`config.mk`:
```
export PLATFORM = sky130hd
export DESIGN_NAME = arp_resolver
export DESIGN_NICKNAME = d
export VERILOG_FILES = /design/src/rtl/arp_pkg.sv /design/src/rtl/arp_rx_filter.sv /design/src/rtl/arp_retry_timer.sv /design/src/rtl/arp_seq_ctrl.sv /design/src/rtl/arp_tx_format.sv /design/src/rtl/arp_resolver.sv
export SDC_FILE = /design/constraint.sdc
export NUM_CORES = 1
export LEC_CHECK = 0
export ABC_AREA = 1
export ABC_CLOCK_PERIOD_IN_PS = 3300
export CAP_MARGIN = 20
export CELL_PAD_IN_SITES_DETAIL_PLACEMENT = 0
export CELL_PAD_IN_SITES_GLOBAL_PLACEMENT = 1
export CORE_AREA = 2 2 221 223
export CTS_CLUSTER_DIAMETER = 200
export DETAILED_ROUTE_END_ITERATION = 8
export DIE_AREA = 0 0 223 225
export GPL_ROUTABILITY_DRIVEN = 0
export GPL_TIMING_DRIVEN = 0
export HOLD_SLACK_MARGIN = 0.02
export MAX_ROUTING_LAYER = met4
export PLACE_DENSITY = 0.86
export SYNTH_ARGS = -nofsm -noshare
export SYNTH_HDL_FRONTEND = slang
export SYNTH_SLANG_ARGS = --single-unit
```
`constraint.sdc`:
```
create_clock -name clk -period 3.3 [get_ports clk]
set_input_delay 0.99 -clock clk [delete_from_list [all_inputs] [get_ports clk]]
set_output_delay 0.99 -clock clk [all_outputs]
set_load 0.01 [all_outputs]
```
`src/rtl/arp_pkg.sv`:
```
package arp_pkg;

    localparam int MAC_W = 48;
    localparam int IP_W  = 32;
    localparam int OP_W  = 16;

    localparam logic [OP_W-1:0]  OP_REQUEST = 16'd1;
    localparam logic [OP_W-1:0]  OP_REPLY   = 16'd2;
    localparam logic [15:0]      ETYPE_ARP  = 16'h0806;
    localparam logic [MAC_W-1:0] MAC_BCAST  = {MAC_W{1'b1}};

    typedef enum logic [2:0] {
        ST_IDLE,
        ST_REQ_SEND,
        ST_REQ_WAIT,
        ST_LISTEN,
        ST_REP_SEND,
        ST_DONE
    } seq_state_e;

    typedef struct packed {
        logic [OP_W-1:0]  opcode;
        logic [MAC_W-1:0] sender_mac;
        logic [IP_W-1:0]  sender_ip;
        logic [IP_W-1:0]  target_ip;
    } arp_rx_t;

    typedef struct packed {
        logic [OP_W-1:0]  opcode;
        logic [MAC_W-1:0] dst_mac;
        logic [MAC_W-1:0] src_mac;
        logic [IP_W-1:0]  sender_ip;
        logic [MAC_W-1:0] target_mac;
        logic [IP_W-1:0]  target_ip;
    } arp_tx_t;

    typedef struct packed {
        logic [MAC_W-1:0] my_mac;
        logic [IP_W-1:0]  my_ip;
        logic [IP_W-1:0]  far_ip;
        logic             responder;
    } arp_cfg_t;

    function automatic logic addr_pair_ok(input arp_rx_t f,
                                          input logic [IP_W-1:0] mine,
                                          input logic [IP_W-1:0] far);
        return (f.sender_ip == far) && (f.target_ip == mine);
    endfunction

endpackage

```
`src/rtl/arp_rx_filter.sv`:
```
module arp_rx_filter
    import arp_pkg::*;
(
    input  logic            beat,
    input  arp_rx_t         fields,
    input  logic [IP_W-1:0] mine_ip,
    input  logic [IP_W-1:0] far_ip,
    output logic            hit_request,
    output logic            hit_reply
);
    logic pair_ok;

    always_comb begin
        pair_ok     = beat && addr_pair_ok(fields, mine_ip, far_ip);
        hit_request = pair_ok && (fields.opcode == OP_REQUEST);
        hit_reply   = pair_ok && (fields.opcode == OP_REPLY);
    end
endmodule

```
`src/rtl/arp_retry_timer.sv`:
```
module arp_retry_timer #(
    parameter int TMO_W = 32
) (
    input  logic             clk,
    input  logic             rst,
    input  logic             load,
    input  logic             run,
    input  logic [TMO_W-1:0] load_val,
    output logic             expired
);
    logic [TMO_W-1:0] remain;

    always_ff @(posedge clk) begin
        if (rst) begin
            remain <= '0;
        end else if (load) begin
            remain <= load_val;
        end else if (run && remain != '0) begin
            remain <= remain - 1'b1;
        end
    end

    assign expired = run && (remain == '0);

    assert_reload_R8: assert property (@(posedge clk) disable iff (rst)
        load |=> (remain == $past(load_val)));

    assert_count_down_R7: assert property (@(posedge clk) disable iff (rst)
        (run && !load && remain != '0) |=> (remain == $past(remain) - 1'b1));
endmodule

```
`src/rtl/arp_seq_ctrl.sv`:
```
module arp_seq_ctrl
    import arp_pkg::*;
#(
    parameter int TMO_W = 32
) (
    input  logic             clk,
    input  logic             rst,
    input  logic             soft_rst,
    input  arp_cfg_t         cfg_in,
    input  logic [TMO_W-1:0] tmo_in,
    input  logic             hit_request,
    input  logic             hit_reply,
    input  logic [MAC_W-1:0] rx_mac,
    input  logic             tx_done,
    input  logic             expired,
    output seq_state_e       state,
    output arp_cfg_t         cfg,
    output logic [TMO_W-1:0] tmo_cfg,
    output logic [MAC_W-1:0] learned_mac,
    output logic             timer_load,
    output logic             timer_run,
    output logic             busy,
    output logic             irq,
    output logic             timeout_flag
);
    logic srst_q;
    logic start;

    assign start = srst_q && !soft_rst;

    always_ff @(posedge clk) begin
        if (rst) begin
            state        <= ST_IDLE;
            srst_q       <= 1'b1;
            cfg          <= '0;
            tmo_cfg      <= '0;
            learned_mac  <= '0;
            irq          <= 1'b0;
            timeout_flag <= 1'b0;
        end else begin
            srst_q <= soft_rst;
            irq    <= 1'b0;
            if (soft_rst) begin
                state        <= ST_IDLE;
                timeout_flag <= 1'b0;
            end else begin
                unique case (state)
                    ST_IDLE: begin
                        if (start) begin
                            cfg         <= cfg_in;
                            tmo_cfg     <= tmo_in;
                            learned_mac <= '0;
                            state       <= cfg_in.responder ? ST_LISTEN : ST_REQ_SEND;
                        end
                    end
                    ST_REQ_SEND: begin
                        if (tx_done) state <= ST_REQ_WAIT;
                    end
                    ST_REQ_WAIT: begin
                        if (hit_reply) begin
                            learned_mac <= rx_mac;
                            state       <= ST_DONE;
                        end else if (expired) begin
                            irq          <= 1'b1;
                            timeout_flag <= 1'b1;
                            state        <= ST_REQ_SEND;
                        end
                    end
                    ST_LISTEN: begin
                        if (hit_request) begin
                            learned_mac <= rx_mac;
                            state       <= ST_REP_SEND;
                        end
                    end
                    ST_REP_SEND: begin
                        if (tx_done) state <= ST_DONE;
                    end
                    ST_DONE: state <= ST_DONE;
                    default: state <= ST_IDLE;
                endcase
            end
        end
    end

    assign timer_load = (state == ST_REQ_SEND) && tx_done;
    assign timer_run  = (state == ST_REQ_WAIT);
    assign busy       = (state != ST_DONE);

    assert_irq_one_cycle_R7: assert property (@(posedge clk) disable iff (rst)
        irq |=> !irq);

    assert_irq_sets_flag_R7: assert property (@(posedge clk) disable iff (rst)
        irq |-> timeout_flag);

    assert_flag_cleared_R10: assert property (@(posedge clk) disable iff (rst)
        soft_rst |=> !timeout_flag);

    assert_learned_stable_R5: assert property (@(posedge clk) disable iff (rst)
        (!busy && !soft_rst) |=> $stable(learned_mac));

    assert_retry_after_irq_R8: assert property (@(posedge clk) disable iff (rst)
        (irq && !soft_rst) |-> (state == ST_REQ_SEND));
endmodule

```
`src/rtl/arp_tx_format.sv`:
```
module arp_tx_format
    import arp_pkg::*;
(
    input  seq_state_e       state,
    input  arp_cfg_t         cfg,
    input  logic [MAC_W-1:0] learned_mac,
    output logic             req,
    output arp_tx_t          frame
);
    always_comb begin
        req   = 1'b0;
        frame = '0;
        if (state == ST_REQ_SEND || state == ST_REP_SEND) begin
            req             = 1'b1;
            frame.src_mac   = cfg.my_mac;
            frame.sender_ip = cfg.my_ip;
            frame.target_ip = cfg.far_ip;
            if (state == ST_REQ_SEND) begin
                frame.opcode     = OP_REQUEST;
                frame.dst_mac    = MAC_BCAST;
                frame.target_mac = '0;
            end else begin
                frame.opcode     = OP_REPLY;
                frame.dst_mac    = learned_mac;
                frame.target_mac = learned_mac;
            end
        end
    end
endmodule

```
`src/rtl/arp_resolver.sv`:
```
module arp_resolver
    import arp_pkg::*;
#(
    parameter int TMO_W = 32
) (
    input  logic             clk,
    input  logic             rst,
    input  logic             soft_rst,
    input  logic             mode_responder,
    input  logic [47:0]      local_mac,
    input  logic [31:0]      local_ip,
    input  logic [31:0]      peer_ip,
    input  logic [TMO_W-1:0] timeout_val,
    input  logic             rx_valid,
    input  logic [15:0]      rx_opcode,
    input  logic [47:0]      rx_sender_mac,
    input  logic [31:0]      rx_sender_ip,
    input  logic [31:0]      rx_target_ip,
    input  logic             tx_done,
    output logic             tx_req,
    output logic [15:0]      tx_opcode,
    output logic [15:0]      tx_ethertype,
    output logic [47:0]      tx_dst_mac,
    output logic [47:0]      tx_src_mac,
    output logic [31:0]      tx_sender_ip,
    output logic [47:0]      tx_target_mac,
    output logic [31:0]      tx_target_ip,
    output logic [47:0]      peer_mac,
    output logic             busy,
    output logic             irq,
    output logic             timeout_flag
);
    arp_rx_t          rx_f;
    arp_cfg_t         cfg_in, cfg;
    arp_tx_t          frame;
    seq_state_e       state;
    logic [TMO_W-1:0] tmo_cfg;
    logic             hit_request, hit_reply;
    logic             timer_load, timer_run, expired;

    assign rx_f   = '{opcode: rx_opcode, sender_mac: rx_sender_mac,
                      sender_ip: rx_sender_ip, target_ip: rx_target_ip};
    assign cfg_in = '{my_mac: local_mac, my_ip: local_ip,
                      far_ip: peer_ip, responder: mode_responder};

    arp_rx_filter u_filter (
        .beat        (rx_valid),
        .fields      (rx_f),
        .mine_ip     (cfg.my_ip),
        .far_ip      (cfg.far_ip),
        .hit_request (hit_request),
        .hit_reply   (hit_reply)
    );

    arp_seq_ctrl #(.TMO_W(TMO_W)) u_ctrl (
        .clk          (clk),
        .rst          (rst),
        .soft_rst     (soft_rst),
        .cfg_in       (cfg_in),
        .tmo_in       (timeout_val),
        .hit_request  (hit_request),
        .hit_reply    (hit_reply),
        .rx_mac       (rx_sender_mac),
        .tx_done      (tx_done),
        .expired      (expired),
        .state        (state),
        .cfg          (cfg),
        .tmo_cfg      (tmo_cfg),
        .learned_mac  (peer_mac),
        .timer_load   (timer_load),
        .timer_run    (timer_run),
        .busy         (busy),
        .irq          (irq),
        .timeout_flag (timeout_flag)
    );

    arp_retry_timer #(.TMO_W(TMO_W)) u_timer (
        .clk      (clk),
        .rst      (rst),
        .load     (timer_load),
        .run      (timer_run),
        .load_val (tmo_cfg),
        .expired  (expired)
    );

    arp_tx_format u_fmt (
        .state       (state),
        .cfg         (cfg),
        .learned_mac (peer_mac),
        .req         (tx_req),
        .frame       (frame)
    );

    assign tx_opcode     = frame.opcode;
    assign tx_ethertype  = tx_req ? ETYPE_ARP : 16'h0000;
    assign tx_dst_mac    = frame.dst_mac;
    assign tx_src_mac    = frame.src_mac;
    assign tx_sender_ip  = frame.sender_ip;
    assign tx_target_mac = frame.target_mac;
    assign tx_target_ip  = frame.target_ip;

    assert_abort_R2: assert property (@(posedge clk) disable iff (rst)
        soft_rst |=> (busy && !tx_req));

    assert_idle_no_frame_R5: assert property (@(posedge clk) disable iff (rst)
        !busy |-> !tx_req);

    assert_req_hold_R11: assert property (@(posedge clk) disable iff (rst)
        (tx_req && !tx_done && !soft_rst) |=>
            (tx_req && $stable(tx_opcode) && $stable(tx_dst_mac) &&
             $stable(tx_target_mac) && $stable(tx_target_ip)));

    assert_ethertype_R4: assert property (@(posedge clk) disable iff (rst)
        tx_req |-> (tx_ethertype == 16'h0806));
endmodule

```
==> results of run 1 <==
[worst max-delay path by stage]
stage / from / to / slack, ps
after detailed placement: u_ctrl.state[1]$_SDFFE_PP0P_ / tx_sender_ip[29] / -1270
after global placement: u_ctrl.state[1]$_SDFFE_PP0P_ / tx_sender_ip[25] / -1280
final: u_ctrl.state[2]$_SDFFE_PP0P_ / tx_src_mac[9] / 110
after floorplan: u_ctrl.state[1]$_SDFFE_PP0P_ / tx_ethertype[11] / 510
after CTS: u_ctrl.state[2]$_SDFFE_PP0P_ / tx_src_mac[43] / -50
after global routing: u_ctrl.state[2]$_SDFFE_PP0P_ / tx_sender_ip[15] / 4
[through the flow]
stage	hold slack, ps	setup slack (ps)	cell area [um^2]
final	456	114	19500
after global routing	466	3.51	19500
after CTS	457	-47.3	19600
after detailed placement	448	-1270	18300
after global placement	441	-1280	18300
after floorplan	420	505	12100
[worst min-delay path, delay by kind of cell, from the launching register on]
kind | cells | cell delay (ps)
compound gates | 1 | 60
buf+inv | 1 | 60
flops | 1 | 300
[state kept, by name (all words and copies together), names as in the netlist]
signal,flops
u_ctrl.learned_mac,48
u_ctrl.srst_q,1
u_ctrl.cfg,112
u_ctrl.tmo_cfg,32
u_ctrl.state,3
u_timer.remain,32
u_ctrl.irq,1
u_ctrl.timeout_flag,1
[layout make-up]
type	instances	area, um^2	share of cell area, %
diodes	7	17.5	0.0900
plain buffers	140	871	4.47
clock buffers	38	810	4.16
clock inverters	14	183	0.938
inverters	263	992	5.10
multi-input cells	1307	6100	31.3
flip-flops and latches	230	4610	23.7
well taps	615	769	3.95
repair buffers	546	5120	26.3
[cell usage after synthesis (6+ instances only)]
master,number
nand4_1,17
nand3_1,72
nor3_1,8
clkbuf_1,91
o21ai_1,7
inv_1,231
buf_4,33
nor4_1,6
buf_2,13
xor2_1,13
nor2_1,417
a31oi_1,13
a21oi_1,125
xnor2_1,20
inv_2,31
o21ai_0,209
nand2_1,337
dfxtp_1,230
[per-layer routing]
metal | vias up | global-route usage, % | part of all wire [%]
li1 | 7128 | - | -
met1 | 6492 | 22.9 | 37
met2 | 596 | 40.2 | 49
met3 | 133 | 5.67 | 7.7
met4 | 0 | 12.8 | 6.4
met5 | - | - | 0
[repair_timing]
action	CTS	global route
setup endpoints to repair	212	139
buffers inserted	4	0
cloned	0	1
hold buffers	0	0
gates resized for setup	522	84
pin swaps	10	1
[power by group through the flow]
stage	combinational (mW)	sequential [mW]	clock [mW]
2_1_floorplan	3.50	3.72	0
3_3_place_gp	5.82	3.74	0
3_5_place_dp	5.85	3.77	0
4_1_cts	5.95	3.71	3.41
5_1_grt	6.64	3.78	3.52
6_report	5.97	3.72	3.35
[cell families after synthesis]
| kind of cell | after synthesis | share of synthesized area (%) |
|---|---|---|
| compound gates | 368 | 15.8 |
| xor+xnor | 33 | 2.40 |
| fa+ha+maj | 2 | 0.208 |
| buf+inv | 403 | 13.9 |
| flops | 230 | 38.2 |
| other cells | 1 | 0.0311 |
| simple gates | 877 | 29.4 |
==> flow_summary_export.csv, run 1 <==
group,metric,value,unit
worst_setup_path,critical_path.top_delay_family,"buffers and inverters",
worst_setup_path,rr_worst_depth,8,
cells_and_area,final_cell_mix,"379 x nor2_1, 336 x nand2_1, 329 x clkdlybuf4s50_1",
floorplanning,rows,80,
cells_and_area,fillCellCount,4976,
min_path,worstHoldStart,"u_ctrl.cfg[65]$_SDFFE_PP0P_",
timing,rsz0062_at_grt,"false",
pwr,comb_power_share,45.8,%
worst_setup_path,critPathMaxStageDelay,370,ps
detailed_routing,drt_iter0_markers,736,
floorplanning,dieHeight,225,um
synth,ys_seq_area_share,38.2,%
clock_network,cts-root-buf,"clkbuf_16",
worst_setup_path,critical_path_peak_fanout,10,
synth,async_reset_ff_share,0,%
synth,synth-edff-count,0,
synth,ys.flop_type,"dfxtp_1",
timing,finalMaxSlewViolations,0,
clock_network,cts-htree-levels,1,
synth,ys_ff_latch,230,
clock_network,clkSlewWorstSetupHoldPaths,60,ps
worst_setup_path,crit_buf_inv,6,
floorplanning,die-area,0.0502,mm^2
detailed_routing,antenna_left,0,
global_routing,grt_first_pass_wirelength,84.5,mm
flow_run,cap_violations,0,
synth,synth_area_leaders,"dfxtp_1 38%, nor2_1 13%, nand2_1 11%",
detailed_routing,wl,57.3,mm
global_routing,antenna_found_initial,6,
min_path,hold_end,"u_ctrl.cfg[65]$_SDFFE_PP0P_",
pwr,clkPwrFrac,25.7,%
worst_setup_path,r2r-end,"u_ctrl.cfg[56]$_SDFFE_PP0P_",
timing,setup_viol,0,
min_path,hold_path_class,"flip-flop to flip-flop",
synth,synth_top_area_share,38.2,%
cells_and_area,utilization,40.9,%
detailed_routing,dr.pass1.iters,5,
placement,dp_hpwl,46.6,mm
worst_setup_path,crit_path_top_delay_cell,"dfxtp_4",
worst_setup_path,cpMostUsedCell,"nor2_4",
timing,slew_headroom,37.1,%
synth,netlist_area,0.0120,mm^2
worst_setup_path,crit_arrival,2200,ps
floorplanning,die_x,223,um
worst_setup_path,r2r_slack,700,ps
synth,synth_cell_types,38,
worst_setup_path,required,2310,ps
placement,port_buffers,541,
floorplanning,io-pin-count,570,
pwr,power_density,669,mW/mm^2
worst_setup_path,worstSetupPathType,"flip-flop to primary output",
cells_and_area,layoutNonFillerInstCount,3160,
worst_setup_path,cp_num_cells,10,
pwr,power_frac_seq,28.5,%
clock_network,worstSkewPairLatency,570,ps
pwr,leakage,8.56,nW
global_routing,track_usage,22.7,%
timing,setup_tns,0,ps
detailed_routing,post_drt_wl_per_cell,18.1,um
synth,synth_top_area_cell,"dfxtp_1",
worst_setup_path,crit_chain,"inv_2, nor2_4, inv_2, nor2_4, buf_6, nor2_4, clkbuf_16, clkbuf_8, nor2_4, buf_6",
cells_and_area,final_common_cell,"nor2_1",
pwr,switchingPower,5.33,mW
cells_and_area,drive_gt1_share,12.7,%
cells_and_area,final_nets,2796,
cells_and_area,area_growth,61.7,%
pwr,power.total,13.0,mW
synth,syn-mean-instance-area,6.29,um^2
clock_network,cts_tree,"built",
global_routing,grt_max_degree,14,
global_routing,grt_pass1_vias,14500,
clock_network,cts.path.max_buffers,3,
clock_network,cts_inserted_buffers,28,
pwr,intPower,7.70,mW
pwr,p_sw_share,40.9,%
detailed_routing,vias,14300,
worst_setup_path,worstSetupStartpointType,"flip-flop",
detailed_routing,drc,0,
floorplanning,initial_utilization,25.3,%
synth,ys_warn_count,0,
timing,fin_crit_sh,96.6,%
detailed_routing,viasPerCell,4.54,
synth,synth_cells,1914,
worst_setup_path,critPathCaptureType,"primary output",
clock_network,cts.sinks,230,
timing,fmax,314,MHz
timing,tightest_slew,943,ps
status,status,"complete, no violations",
global_routing,gr-total-overflow,0,
min_path,hold_depth,2,
timing,hold_violations,0,
pwr,peakVddDrop,0.000376,V
floorplanning,core-area,0.0475,mm^2
placement,dpl.cell_count,3096,
worst_setup_path,r2r-start,"u_ctrl.state[0]$_SDFFE_PP0P_",
timing,skew,13.8,ps
timing,fin_crit,3190,ps
Note: power is estimated with default switching activity, not from simulation.
==> run 2: changes to the inputs <==
--- a/config.mk
+++ b/config.mk
@@ -6,19 +6,19 @@
 export NUM_CORES = 1
 export LEC_CHECK = 0
 export ABC_AREA = 1
-export ABC_CLOCK_PERIOD_IN_PS = 3300
+export ABC_CLOCK_PERIOD_IN_PS = 2900
 export CAP_MARGIN = 20
 export CELL_PAD_IN_SITES_DETAIL_PLACEMENT = 0
 export CELL_PAD_IN_SITES_GLOBAL_PLACEMENT = 1
-export CORE_AREA = 2 2 221 223
+export CORE_MARGIN = 2
+export CORE_UTILIZATION = 25
 export CTS_CLUSTER_DIAMETER = 200
 export DETAILED_ROUTE_END_ITERATION = 8
-export DIE_AREA = 0 0 223 225
 export GPL_ROUTABILITY_DRIVEN = 0
 export GPL_TIMING_DRIVEN = 0
 export HOLD_SLACK_MARGIN = 0.02
 export MAX_ROUTING_LAYER = met4
-export PLACE_DENSITY = 0.86
+export PLACE_DENSITY = 0.88
 export SYNTH_ARGS = -nofsm -noshare
 export SYNTH_HDL_FRONTEND = slang
 export SYNTH_SLANG_ARGS = --single-unit
==> constraint.sdc (replaced) <==
create_clock -name clk -period 2.9 [get_ports clk]
set_input_delay 0.87 -clock clk [delete_from_list [all_inputs] [get_ports clk]]
set_output_delay 0.87 -clock clk [all_outputs]
set_load 0.01 [all_outputs]
==> flow_summary_export.csv, run 2 (synthesis gave the netlist of run 1 again) <==
group,metric,value,unit
worst_setup_path,rr_worst_depth,9,
detailed_routing,drt_iter0_markers,695,
min_path,hold_end,"u_ctrl.cfg[97]$_SDFFE_PP0P_",
worst_setup_path,r2r_slack,300,ps
worst_setup_path,worstSetupPathType,"flip-flop to primary output",
clock_network,cts-htree-levels,1,
cells_and_area,regMostFlops,"u_ctrl.cfg",
placement,dpl-instance-area,0.0183,mm^2
cells_and_area,final_cell_mix,"333 x nand2_1, 332 x nor2_1, 321 x clkdlybuf4s50_1",
pwr,switchingPower,6.15,mW
global_routing,grt_max_degree,14,
min_path,hold_path_class,"flip-flop to flip-flop",
global_routing,track_usage,20.7,%
floorplanning,rows,80,
clock_network,cts_inserted_buffers,28,
worst_setup_path,critPathCaptureType,"primary output",
cells_and_area,largest_register_ffs,112,
floorplanning,initial_utilization,25.3,%
timing,finalMaxSlewViolations,0,
global_routing,grt_pass1_vias,14000,
cells_and_area,final_area,0.0202,mm^2
timing,hold_violations,0,
cells_and_area,drive_gt1_share,20.3,%
pwr,clkPwrFrac,23.4,%
timing,post-route-worst-setup-slack,-47.0,ps
timing,slew_headroom,45.2,%
detailed_routing,wl,53.8,mm
floorplanning,die_x,223,um
floorplanning,die-area,0.0499,mm^2
timing,fin_crit,2950,ps
placement,dp_hpwl,42.7,mm
pwr,comb_power_share,48.5,%
pwr,power_frac_seq,28.1,%
timing,setup_viol,29,
worst_setup_path,required,2030,ps
pwr,power.total,15.1,mW
global_routing,gr-total-overflow,0,
floorplanning,core-area,0.0476,mm^2
worst_setup_path,worstSetupStartpointType,"flip-flop",
min_path,hold_depth,2,
clock_network,clkSlewWorstSetupHoldPaths,50,ps
pwr,peakVddDrop,0.000368,V
timing,setup_tns,-500,ps
pwr,leakage,8.75,nW
detailed_routing,dr.pass1.iters,5,
timing,rsz0062_at_grt,"true",
cells_and_area,final_common_cell,"nand2_1",
detailed_routing,drc,0,
floorplanning,io-pin-count,570,
placement,port_buffers,541,
pwr,intPower,8.97,mW
timing,fmax,339,MHz
clock_network,cts_hold_buf,0,
worst_setup_path,r2r-start,"u_ctrl.state[2]$_SDFFE_PP0P_",
global_routing,antenna_found_initial,7,
timing,tightest_slew,823,ps
min_path,worstHoldStart,"u_ctrl.cfg[97]$_SDFFE_PP0P_",
clock_network,cts.path.max_buffers,3,
status,failed_checks,"setup timing",
clock_network,worstSkewPairLatency,560,ps
worst_setup_path,critical_path_peak_fanout,8,
detailed_routing,post_drt_wl_per_cell,16.9,um
detailed_routing,vias,14500,
detailed_routing,viasPerCell,4.55,
clock_network,cts.sinks,230,
global_routing,grt_first_pass_wirelength,78.0,mm
detailed_routing,antenna_left,0,
timing,fin_crit_sh,102,%
cells_and_area,reg_top3,"u_ctrl.cfg x112, u_ctrl.learned_mac x48",
worst_setup_path,crit_arrival,2080,ps
worst_setup_path,r2r-end,"u_ctrl.cfg[34]$_SDFFE_PP0P_",
status,status,"finished, violations left",
flow_run,cap_violations,0,
clock_network,cts_tree,"built",
floorplanning,dieHeight,223,um
clock_network,cts-root-buf,"clkbuf_16",
pwr,power_density,750,mW/mm^2
cells_and_area,fillCellCount,4991,
cells_and_area,area_growth,67.4,%
cells_and_area,final_nets,2822,
timing,skew,21.3,ps
pwr,p_sw_share,40.7,%
run 2: layer usage:
| layer | share of wire (%) | vias to the layer above | global-route usage [%] |
|---|---|---|---|
| met5 | 0 | - | - |
| met4 | 4.6 | 0 | 9.33 |
| met3 | 6.7 | 109 | 4.86 |
| met2 | 50 | 513 | 36.4 |
| met1 | 38 | 6666 | 22.1 |
| li1 | - | 7188 | - |
run 2: area by class of cell:
class                      count  area [um^2]  area share [%]
sequential                   230         4610            22.9
tap                          615          769            3.82
buffer                       140         1050            5.21
inverter                     263         1000            4.97
timing repair buffer         572         5260            26.1
multi-input combinational   1307         6510            32.3
antenna                        8         20.0          0.0993
clock inverter                 6         58.8           0.292
clock buffer                  43          868            4.31
run 2: worst max-delay path, stage by stage (launching register included):
cell	delay, ps
dfxtp_4	370
inv_2	40
nor2_4	120
inv_2	60
nor2_4	190
nor2_4	110
buf_12	180
clkbuf_16	170
nor2_4	160
buf_6	130
run 2: timing repair:
| item | 4_1_cts | 5_1_grt |
|---|---|---|
| pin swaps | 7 | 20 |
| resized for setup | 1033 | 215 |
| cloned | 4 | 6 |
| buffers inserted | 11 | 10 |
| endpoints found under the setup margin | 278 | 255 |
run 2: stage by stage:
stage / hold slack (ps) / worst slack [ps] / instances / util, %
2_1_floorplan: 420 / 225 / 1940 / -
3_3_place_gp: 440 / -1470 / 3096 / 38.5
3_5_place_dp: 447 / -1510 / 3096 / 38.5
4_1_cts: 456 / -90.7 / 3160 / 40.6
5_1_grt: 473 / -143 / 3183 / 42.3
6_report: 455 / -47.0 / 3184 / 42.3
run 2: power by group through the flow:
| stage | Sequential, mW | Clock [mW] | Combinational, mW |
|---|---|---|---|
| 2_1_floorplan | 4.23 | 0 | 3.98 |
| 3_3_place_gp | 4.29 | 0 | 6.43 |
| 3_5_place_dp | 4.30 | 0 | 6.49 |
| 4_1_cts | 4.24 | 3.61 | 6.86 |
| 5_1_grt | 4.32 | 3.74 | 8.03 |
| 6_report | 4.25 | 3.54 | 7.33 |
run 2: how the worst max path moves through the flow:
stage	slack (ps)	from	cells past startpoint	endpoint
final	-50	u_ctrl.state[2]$_SDFFE_PP0P_	9	tx_target_ip[24]
after global routing	-140	u_ctrl.state[2]$_SDFFE_PP0P_	9	tx_src_mac[11]
after CTS	-90	u_ctrl.state[2]$_SDFFE_PP0P_	9	tx_src_mac[18]
after detailed placement	-1510	u_ctrl.state[1]$_SDFFE_PP0P_	9	tx_ethertype[1]
after global placement	-1470	u_ctrl.state[1]$_SDFFE_PP0P_	9	tx_ethertype[2]
after floorplan	230	u_ctrl.state[1]$_SDFFE_PP0P_	8	tx_ethertype[11]
